$ cat config.mk
export PLATFORM = sky130hd
export DESIGN_NAME = crypto_irq_agg
export DESIGN_NICKNAME = d
export VERILOG_FILES = /design/src/rtl/crypto_irq_agg_pkg.sv /design/src/rtl/crypto_irq_agg_ctrl.sv /design/src/rtl/crypto_irq_agg_dp.sv /design/src/rtl/crypto_irq_agg.sv
export SDC_FILE = /design/constraint.sdc
export NUM_CORES = 1
export LEC_CHECK = 0
export CAP_MARGIN = 20
export CELL_PAD_IN_SITES_DETAIL_PLACEMENT = 1
export CELL_PAD_IN_SITES_GLOBAL_PLACEMENT = 1
export CORE_UTILIZATION = 19
export CTS_CLUSTER_SIZE = 28
export DETAILED_ROUTE_END_ITERATION = 7
export PLACE_DENSITY_LB_ADDON = 0.1
export SYNTH_ARGS = -nofsm -noshare
export SYNTH_HDL_FRONTEND = slang
export SYNTH_SLANG_ARGS = --single-unit
$ cat constraint.sdc
create_clock -name clk -period 2.5 [get_ports clk]
set_input_delay 0.375 -clock clk [delete_from_list [all_inputs] [get_ports clk]]
set_output_delay 0.375 -clock clk [all_outputs]
set_load 0.02 [all_outputs]
$ cat src/rtl/crypto_irq_agg_pkg.sv
package crypto_irq_agg_pkg;

  localparam int OFS_STAT = 'h00;
  localparam int OFS_ESET = 'h04;
  localparam int OFS_ECLR = 'h08;
  localparam int OFS_PEND = 'h0C;

  typedef enum logic [1:0] {
    RD_NONE = 2'd0,
    RD_STAT = 2'd1,
    RD_MASK = 2'd2,
    RD_PEND = 2'd3
  } rdSel_e;

  typedef struct packed {
    logic   wrSet;
    logic   wrClr;
    logic   wrAck;
    rdSel_e rdSel;
  } ctrlStrobe_t;

endpackage

$ cat src/rtl/crypto_irq_agg_ctrl.sv
module crypto_irq_agg_ctrl
  import crypto_irq_agg_pkg::*;
#(
  parameter int ADDR_W = 8
) (
  input  logic [ADDR_W-1:0] busAddr,
  input  logic              busWe,
  output ctrlStrobe_t       strb
);

  logic hitStat, hitSet, hitClr, hitPend;

  assign hitStat = (busAddr == ADDR_W'(OFS_STAT));
  assign hitSet  = (busAddr == ADDR_W'(OFS_ESET));
  assign hitClr  = (busAddr == ADDR_W'(OFS_ECLR));
  assign hitPend = (busAddr == ADDR_W'(OFS_PEND));

  always_comb begin
    strb.wrSet = busWe && hitSet;
    strb.wrClr = busWe && hitClr;
    strb.wrAck = busWe && hitPend;
    if (hitStat)               strb.rdSel = RD_STAT;
    else if (hitSet || hitClr) strb.rdSel = RD_MASK;
    else if (hitPend)          strb.rdSel = RD_PEND;
    else                       strb.rdSel = RD_NONE;
  end

endmodule

$ cat src/rtl/crypto_irq_agg_dp.sv
module crypto_irq_agg_dp
  import crypto_irq_agg_pkg::*;
#(
  parameter int NUM_SRC = 4,
  parameter int DATA_W  = 32
) (
  input  logic               clk,
  input  logic               rstN,
  input  ctrlStrobe_t        strb,
  input  logic [NUM_SRC-1:0] wrBits,
  input  logic [NUM_SRC-1:0] evtIn,
  output logic [NUM_SRC-1:0] statusQ,
  output logic [NUM_SRC-1:0] maskQ,
  output logic [DATA_W-1:0]  rdData,
  output logic               irqOut
);

  logic [NUM_SRC-1:0] pendVec;

  // Per-source sticky status: a new event overrides a clear in the same cycle.
  for (genvar i = 0; i < NUM_SRC; i++) begin : g_src
    logic clrHit;
    assign clrHit = strb.wrAck && wrBits[i];

    always_ff @(posedge clk or negedge rstN) begin
      if (!rstN)             statusQ[i] <= 1'b0;
      else if (evtIn[i])     statusQ[i] <= 1'b1;
      else if (clrHit)       statusQ[i] <= 1'b0;
    end

    always_ff @(posedge clk or negedge rstN) begin
      if (!rstN)                        maskQ[i] <= 1'b0;
      else if (strb.wrSet && wrBits[i]) maskQ[i] <= 1'b1;
      else if (strb.wrClr && wrBits[i]) maskQ[i] <= 1'b0;
    end
  end

  assign pendVec = statusQ & maskQ;
  assign irqOut  = |pendVec;

  always_comb begin
    rdData = '0;
    unique case (strb.rdSel)
      RD_STAT: rdData[NUM_SRC-1:0] = statusQ;
      RD_MASK: rdData[NUM_SRC-1:0] = maskQ;
      RD_PEND: rdData[NUM_SRC-1:0] = pendVec;
      default: rdData = '0;
    endcase
  end

endmodule

$ cat src/rtl/crypto_irq_agg.sv
module crypto_irq_agg
  import crypto_irq_agg_pkg::*;
#(
  parameter int NUM_SRC = 4,
  parameter int ADDR_W  = 8,
  parameter int DATA_W  = 32
) (
  input  logic               clk,
  input  logic               rstN,
  input  logic [ADDR_W-1:0]  busAddr,
  input  logic               busWe,
  input  logic [DATA_W-1:0]  busWdata,
  output logic [DATA_W-1:0]  busRdata,
  input  logic [NUM_SRC-1:0] evtIn,
  output logic               irqOut
);

  ctrlStrobe_t        strb;
  logic [NUM_SRC-1:0] statusQ;
  logic [NUM_SRC-1:0] maskQ;

  crypto_irq_agg_ctrl #(.ADDR_W(ADDR_W)) u_ctrl (
    .busAddr (busAddr),
    .busWe   (busWe),
    .strb    (strb)
  );

  crypto_irq_agg_dp #(.NUM_SRC(NUM_SRC), .DATA_W(DATA_W)) u_dp (
    .clk     (clk),
    .rstN    (rstN),
    .strb    (strb),
    .wrBits  (busWdata[NUM_SRC-1:0]),
    .evtIn   (evtIn),
    .statusQ (statusQ),
    .maskQ   (maskQ),
    .rdData  (busRdata),
    .irqOut  (irqOut)
  );

endmodule

==> results.sh, run 1 <==
export IMPL_groute_usage_overall=0.103
export IMPL_worst_setup_hold_path_clk_slew_ps=40
export IMPL_cpMaxStageDelayCell="sky130_fd_sc_hd__or4_1"
export IMPL_period_share=0.948
export IMPL_numPlacedInstances=166
export IMPL_synth_cell_types=21
export IMPL_grt_max_degree=10
export IMPL_hold_path_class="in2async"
export IMPL_arrival_ps=2000
export IMPL_synthAdderAreaFrac=0
export IMPL_synth_yosys_warnings=0
export IMPL_compound_cell_area_share_of_the_yosys_netlist=0.290
export IMPL_overflow=0
export IMPL_drv_cap=0
export IMPL_synth_xor_xnor_area_share=0
export IMPL_vias=699
export IMPL_firstDrtPassIters=6
export IMPL_synthesis_area_um2=759
export IMPL_clock_tree_root_cell="sky130_fd_sc_hd__clkbuf_8"
export IMPL_area_delta_synth_final_pct=31.5
export IMPL_grt_first_pass_wirelength_um=3390
export IMPL_series_of_cell_instances_along_the_critical_path="clkdlybuf4s50_1, or4_1, or2_4, a211oi_2, buf_2"
export IMPL_nNetsFinal=170
export IMPL_max_freq_mhz=422
export IMPL_detail_route_iter0_violations=32
export IMPL_worst_slew_slack_as_a_fraction_of_its_limit=0.635
export IMPL_status="completed"
export IMPL_yosysSeqAreaShare=0.264
export IMPL_detail_route_drc_violations=0
export IMPL_placementRows=22
export IMPL_p_leak_nw=0.404
export IMPL_post_route_min_period_ps=2370
export IMPL_die_y_um=65.2
export IMPL_holdWs_ps=429
export IMPL_layout_cells_most_common="sky130_fd_sc_hd__conb_1"
export IMPL_rsz0062_at_grt="false"
export IMPL_netlist_area_leader_share=0.277
export IMPL_timing_max_transition_violations_final=0
export IMPL_clock_insertion_delay_worst_skew_ps=230
export IMPL_place_gp_congestion=0.731
export IMPL_drt_wl_total_um=2020
export IMPL_number_of_antenna_violations_at_the_first_check_in_global_routing=0
export IMPL_cts_tree="built"
export IMPL_drive_above_1_share=0.182
export IMPL_die_width_um=65.2
export IMPL_cts_inserted_buffers=3
export IMPL_synth_top_cell_by_area="sky130_fd_sc_hd__buf_4"
export IMPL_worst_endpoint_required_ps=2120
export IMPL_highest_count_cells_in_the_layout_ignoring_fill_and_taps="sky130_fd_sc_hd__conb_1, sky130_fd_sc_hd__clkdlybuf4s50_1, sky130_fd_sc_hd__a21oi_1, sky130_fd_sc_hd__nor2_1, sky130_fd_sc_hd__dfrtp_1"
export IMPL_fp_dieArea_um2=4250
export IMPL_power_dens_cells_nw_per_um2=387
export IMPL_regToRegStartpoint="u_dp.maskQ[3]"
export IMPL_via_count_of_the_first_global_routing_pass=704
export IMPL_worstSetupPathType="in2out"
export IMPL_post_synth_main_area_contributors="sky130_fd_sc_hd__buf_4, sky130_fd_sc_hd__dfrtp_1, sky130_fd_sc_hd__a211oi_2"
export IMPL_place_detailed_hpwl_um=1690
export IMPL_slack_of_the_worst_reg_to_reg_path_ps=1690
export IMPL_global_route_peak_usage_layer="met2"
export IMPL_simple_logic_cell_fraction_of_the_synthesized_area=0.138
export IMPL_final_instance_count_excl_fill=169
export IMPL_worst_path_largest_cell_delay_ps=550
export IMPL_level_count_of_the_clock_h_tree=1
export IMPL_synth_area_per_cell_um2=8.17
export IMPL_antennaDiodeCount=0
export IMPL_io_buffer_count=23
export IMPL_initial_cell_density_of_the_core=0.203
export IMPL_r2r_end="u_dp.maskQ[3]"
export IMPL_syn_inst=93
export IMPL_post_synthesis_mux_area_share=0
export IMPL_ys_seq_elements=8
export IMPL_startpoint_type="input pin"
export IMPL_gr_usage_met2=0.183
export IMPL_r2r_cells=2
export IMPL_finalSetupViolations=0
export IMPL_final_antenna_net_count=0
export IMPL_max_vdd_ir_drop_v=0.000178
export IMPL_drt_wirelength_per_cell_um=12.0
export IMPL_critical_path_endpoint_type="primary output"
export IMPL_crit_path_max_fanout=4
export IMPL_worst_slew_pin_transition_ps=546
export IMPL_finalClockSkew_ps=0
export IMPL_groute_layer_met1_usage=0.126
export IMPL_utilization=0.267
export IMPL_io_pins=80
export IMPL_timing_final_hold_violations=0
export IMPL_met3_global_route_usage=0.0330
export IMPL_design_core_area_um2=3740
export IMPL_main_combinational_cell_family_by_area_after_synthesis="buffers and inverters"
export IMPL_detail_route_vias_per_cell=4.14
export IMPL_cts_buffer_depth=2
export IMPL_clock_sink_count=8
-- per-layer routing --
| metal | share of wire | vias up | wire length [um] |
|---|---|---|---|
| li1 | - | 337 | - |
| met1 | 0.43 | 330 | 865 |
| met2 | 0.51 | 32 | 1030 |
| met3 | 0.062 | 0 | 126 |
| met4 | 0 | 0 | 0 |
| met5 | 0 | - | 0 |
-- worst max-delay path: cells and delay by family --
family,cells,cell delay [ps]
compound gates,1,160
buf+inv,2,600
simple gates,2,850
-- power breakdown --
group          internal [mW]  switching [mW]  leakage (nW)  total (mW)
Sequential             0.130        0.000323        0.0909       0.131
Combinational         0.0376          0.0654         0.292       0.103
Clock                  0.104          0.0487        0.0216       0.153
Total                  0.272           0.114         0.404       0.387
-- cell usage after synthesis, drive strengths merged --
library cell / n
buf: 29
a21oi: 8
dfrtp: 8
nor2: 8
nand2: 6
a211oi: 4
a41oi: 4
o21ai: 4
o22ai: 4
o41ai: 4
clkbuf: 3
or2: 3
a22oi: 2
conb: 1
inv: 1
nor3: 1
nor3b: 1
nor4: 1
or4: 1
-- final cells by class --
cell class                 count  area, um2
fill                         480       2750
inverter                       1       3.75
sequential                     8        200
timing repair buffer          30        263
multi-input combinational     79        430
clock buffer                   3       41.3
tap                           48       60.1
-- logic make-up (layout without fill, tap and decap cells) --
group	Yosys count	in the layout
buffers and inverters	33	34
AOI/OAI and AO/OA	30	30
and+or+nand+nor	21	21
DFF	8	8
other	1	28
-- worst max-delay path by stage --
stage	start	end	slack [ps]	depth (start not counted)
after detailed placement	busAddr[1]	busRdata[1]	-330	5
final	busAddr[1]	busRdata[1]	130	5
after global placement	busAddr[1]	busRdata[3]	-320	5
after floorplan	busAddr[1]	busRdata[0]	490	4
after global routing	busAddr[1]	busRdata[3]	40	5
after CTS	busAddr[1]	busRdata[1]	20	5
-- through the flow --
stage	worst slack (ps)	power (mW)	setup TNS, ps	instance area [um2]
2_1_floorplan	488	0.222	0	861
6_report	130	0.387	0	998
4_1_cts	20.7	0.392	0	1020
3_5_place_dp	-326	0.236	-1250	977
3_3_place_gp	-319	0.235	-1250	977
5_1_grt	38.3	0.411	0	998
-- state kept, by name, summed over array words and instances, names as in the netlist --
signal        flops
u_dp.maskQ        4
u_dp.statusQ      4
-- repair_timing --
action	4_1_cts	5_1_grt
gates cloned	0	0
hold buffers	0	0
endpoints found under the setup margin	4	4
hold endpoints to repair	0	0
buffers inserted	0	0
resized for setup	12	4
(Power assumes the default switching activity.)
==> inputs of run 2 (changes only) <==
--- a/config.mk
+++ b/config.mk
@@ -12,6 +12,7 @@
 export CTS_CLUSTER_SIZE = 28
 export DETAILED_ROUTE_END_ITERATION = 7
 export PLACE_DENSITY_LB_ADDON = 0.1
+export SLEW_MARGIN = 10
 export SYNTH_ARGS = -nofsm -noshare
 export SYNTH_HDL_FRONTEND = slang
 export SYNTH_SLANG_ARGS = --single-unit
==> results of run 2 <==
The final DEF is identical to that of run 1; final timing and power are the same.
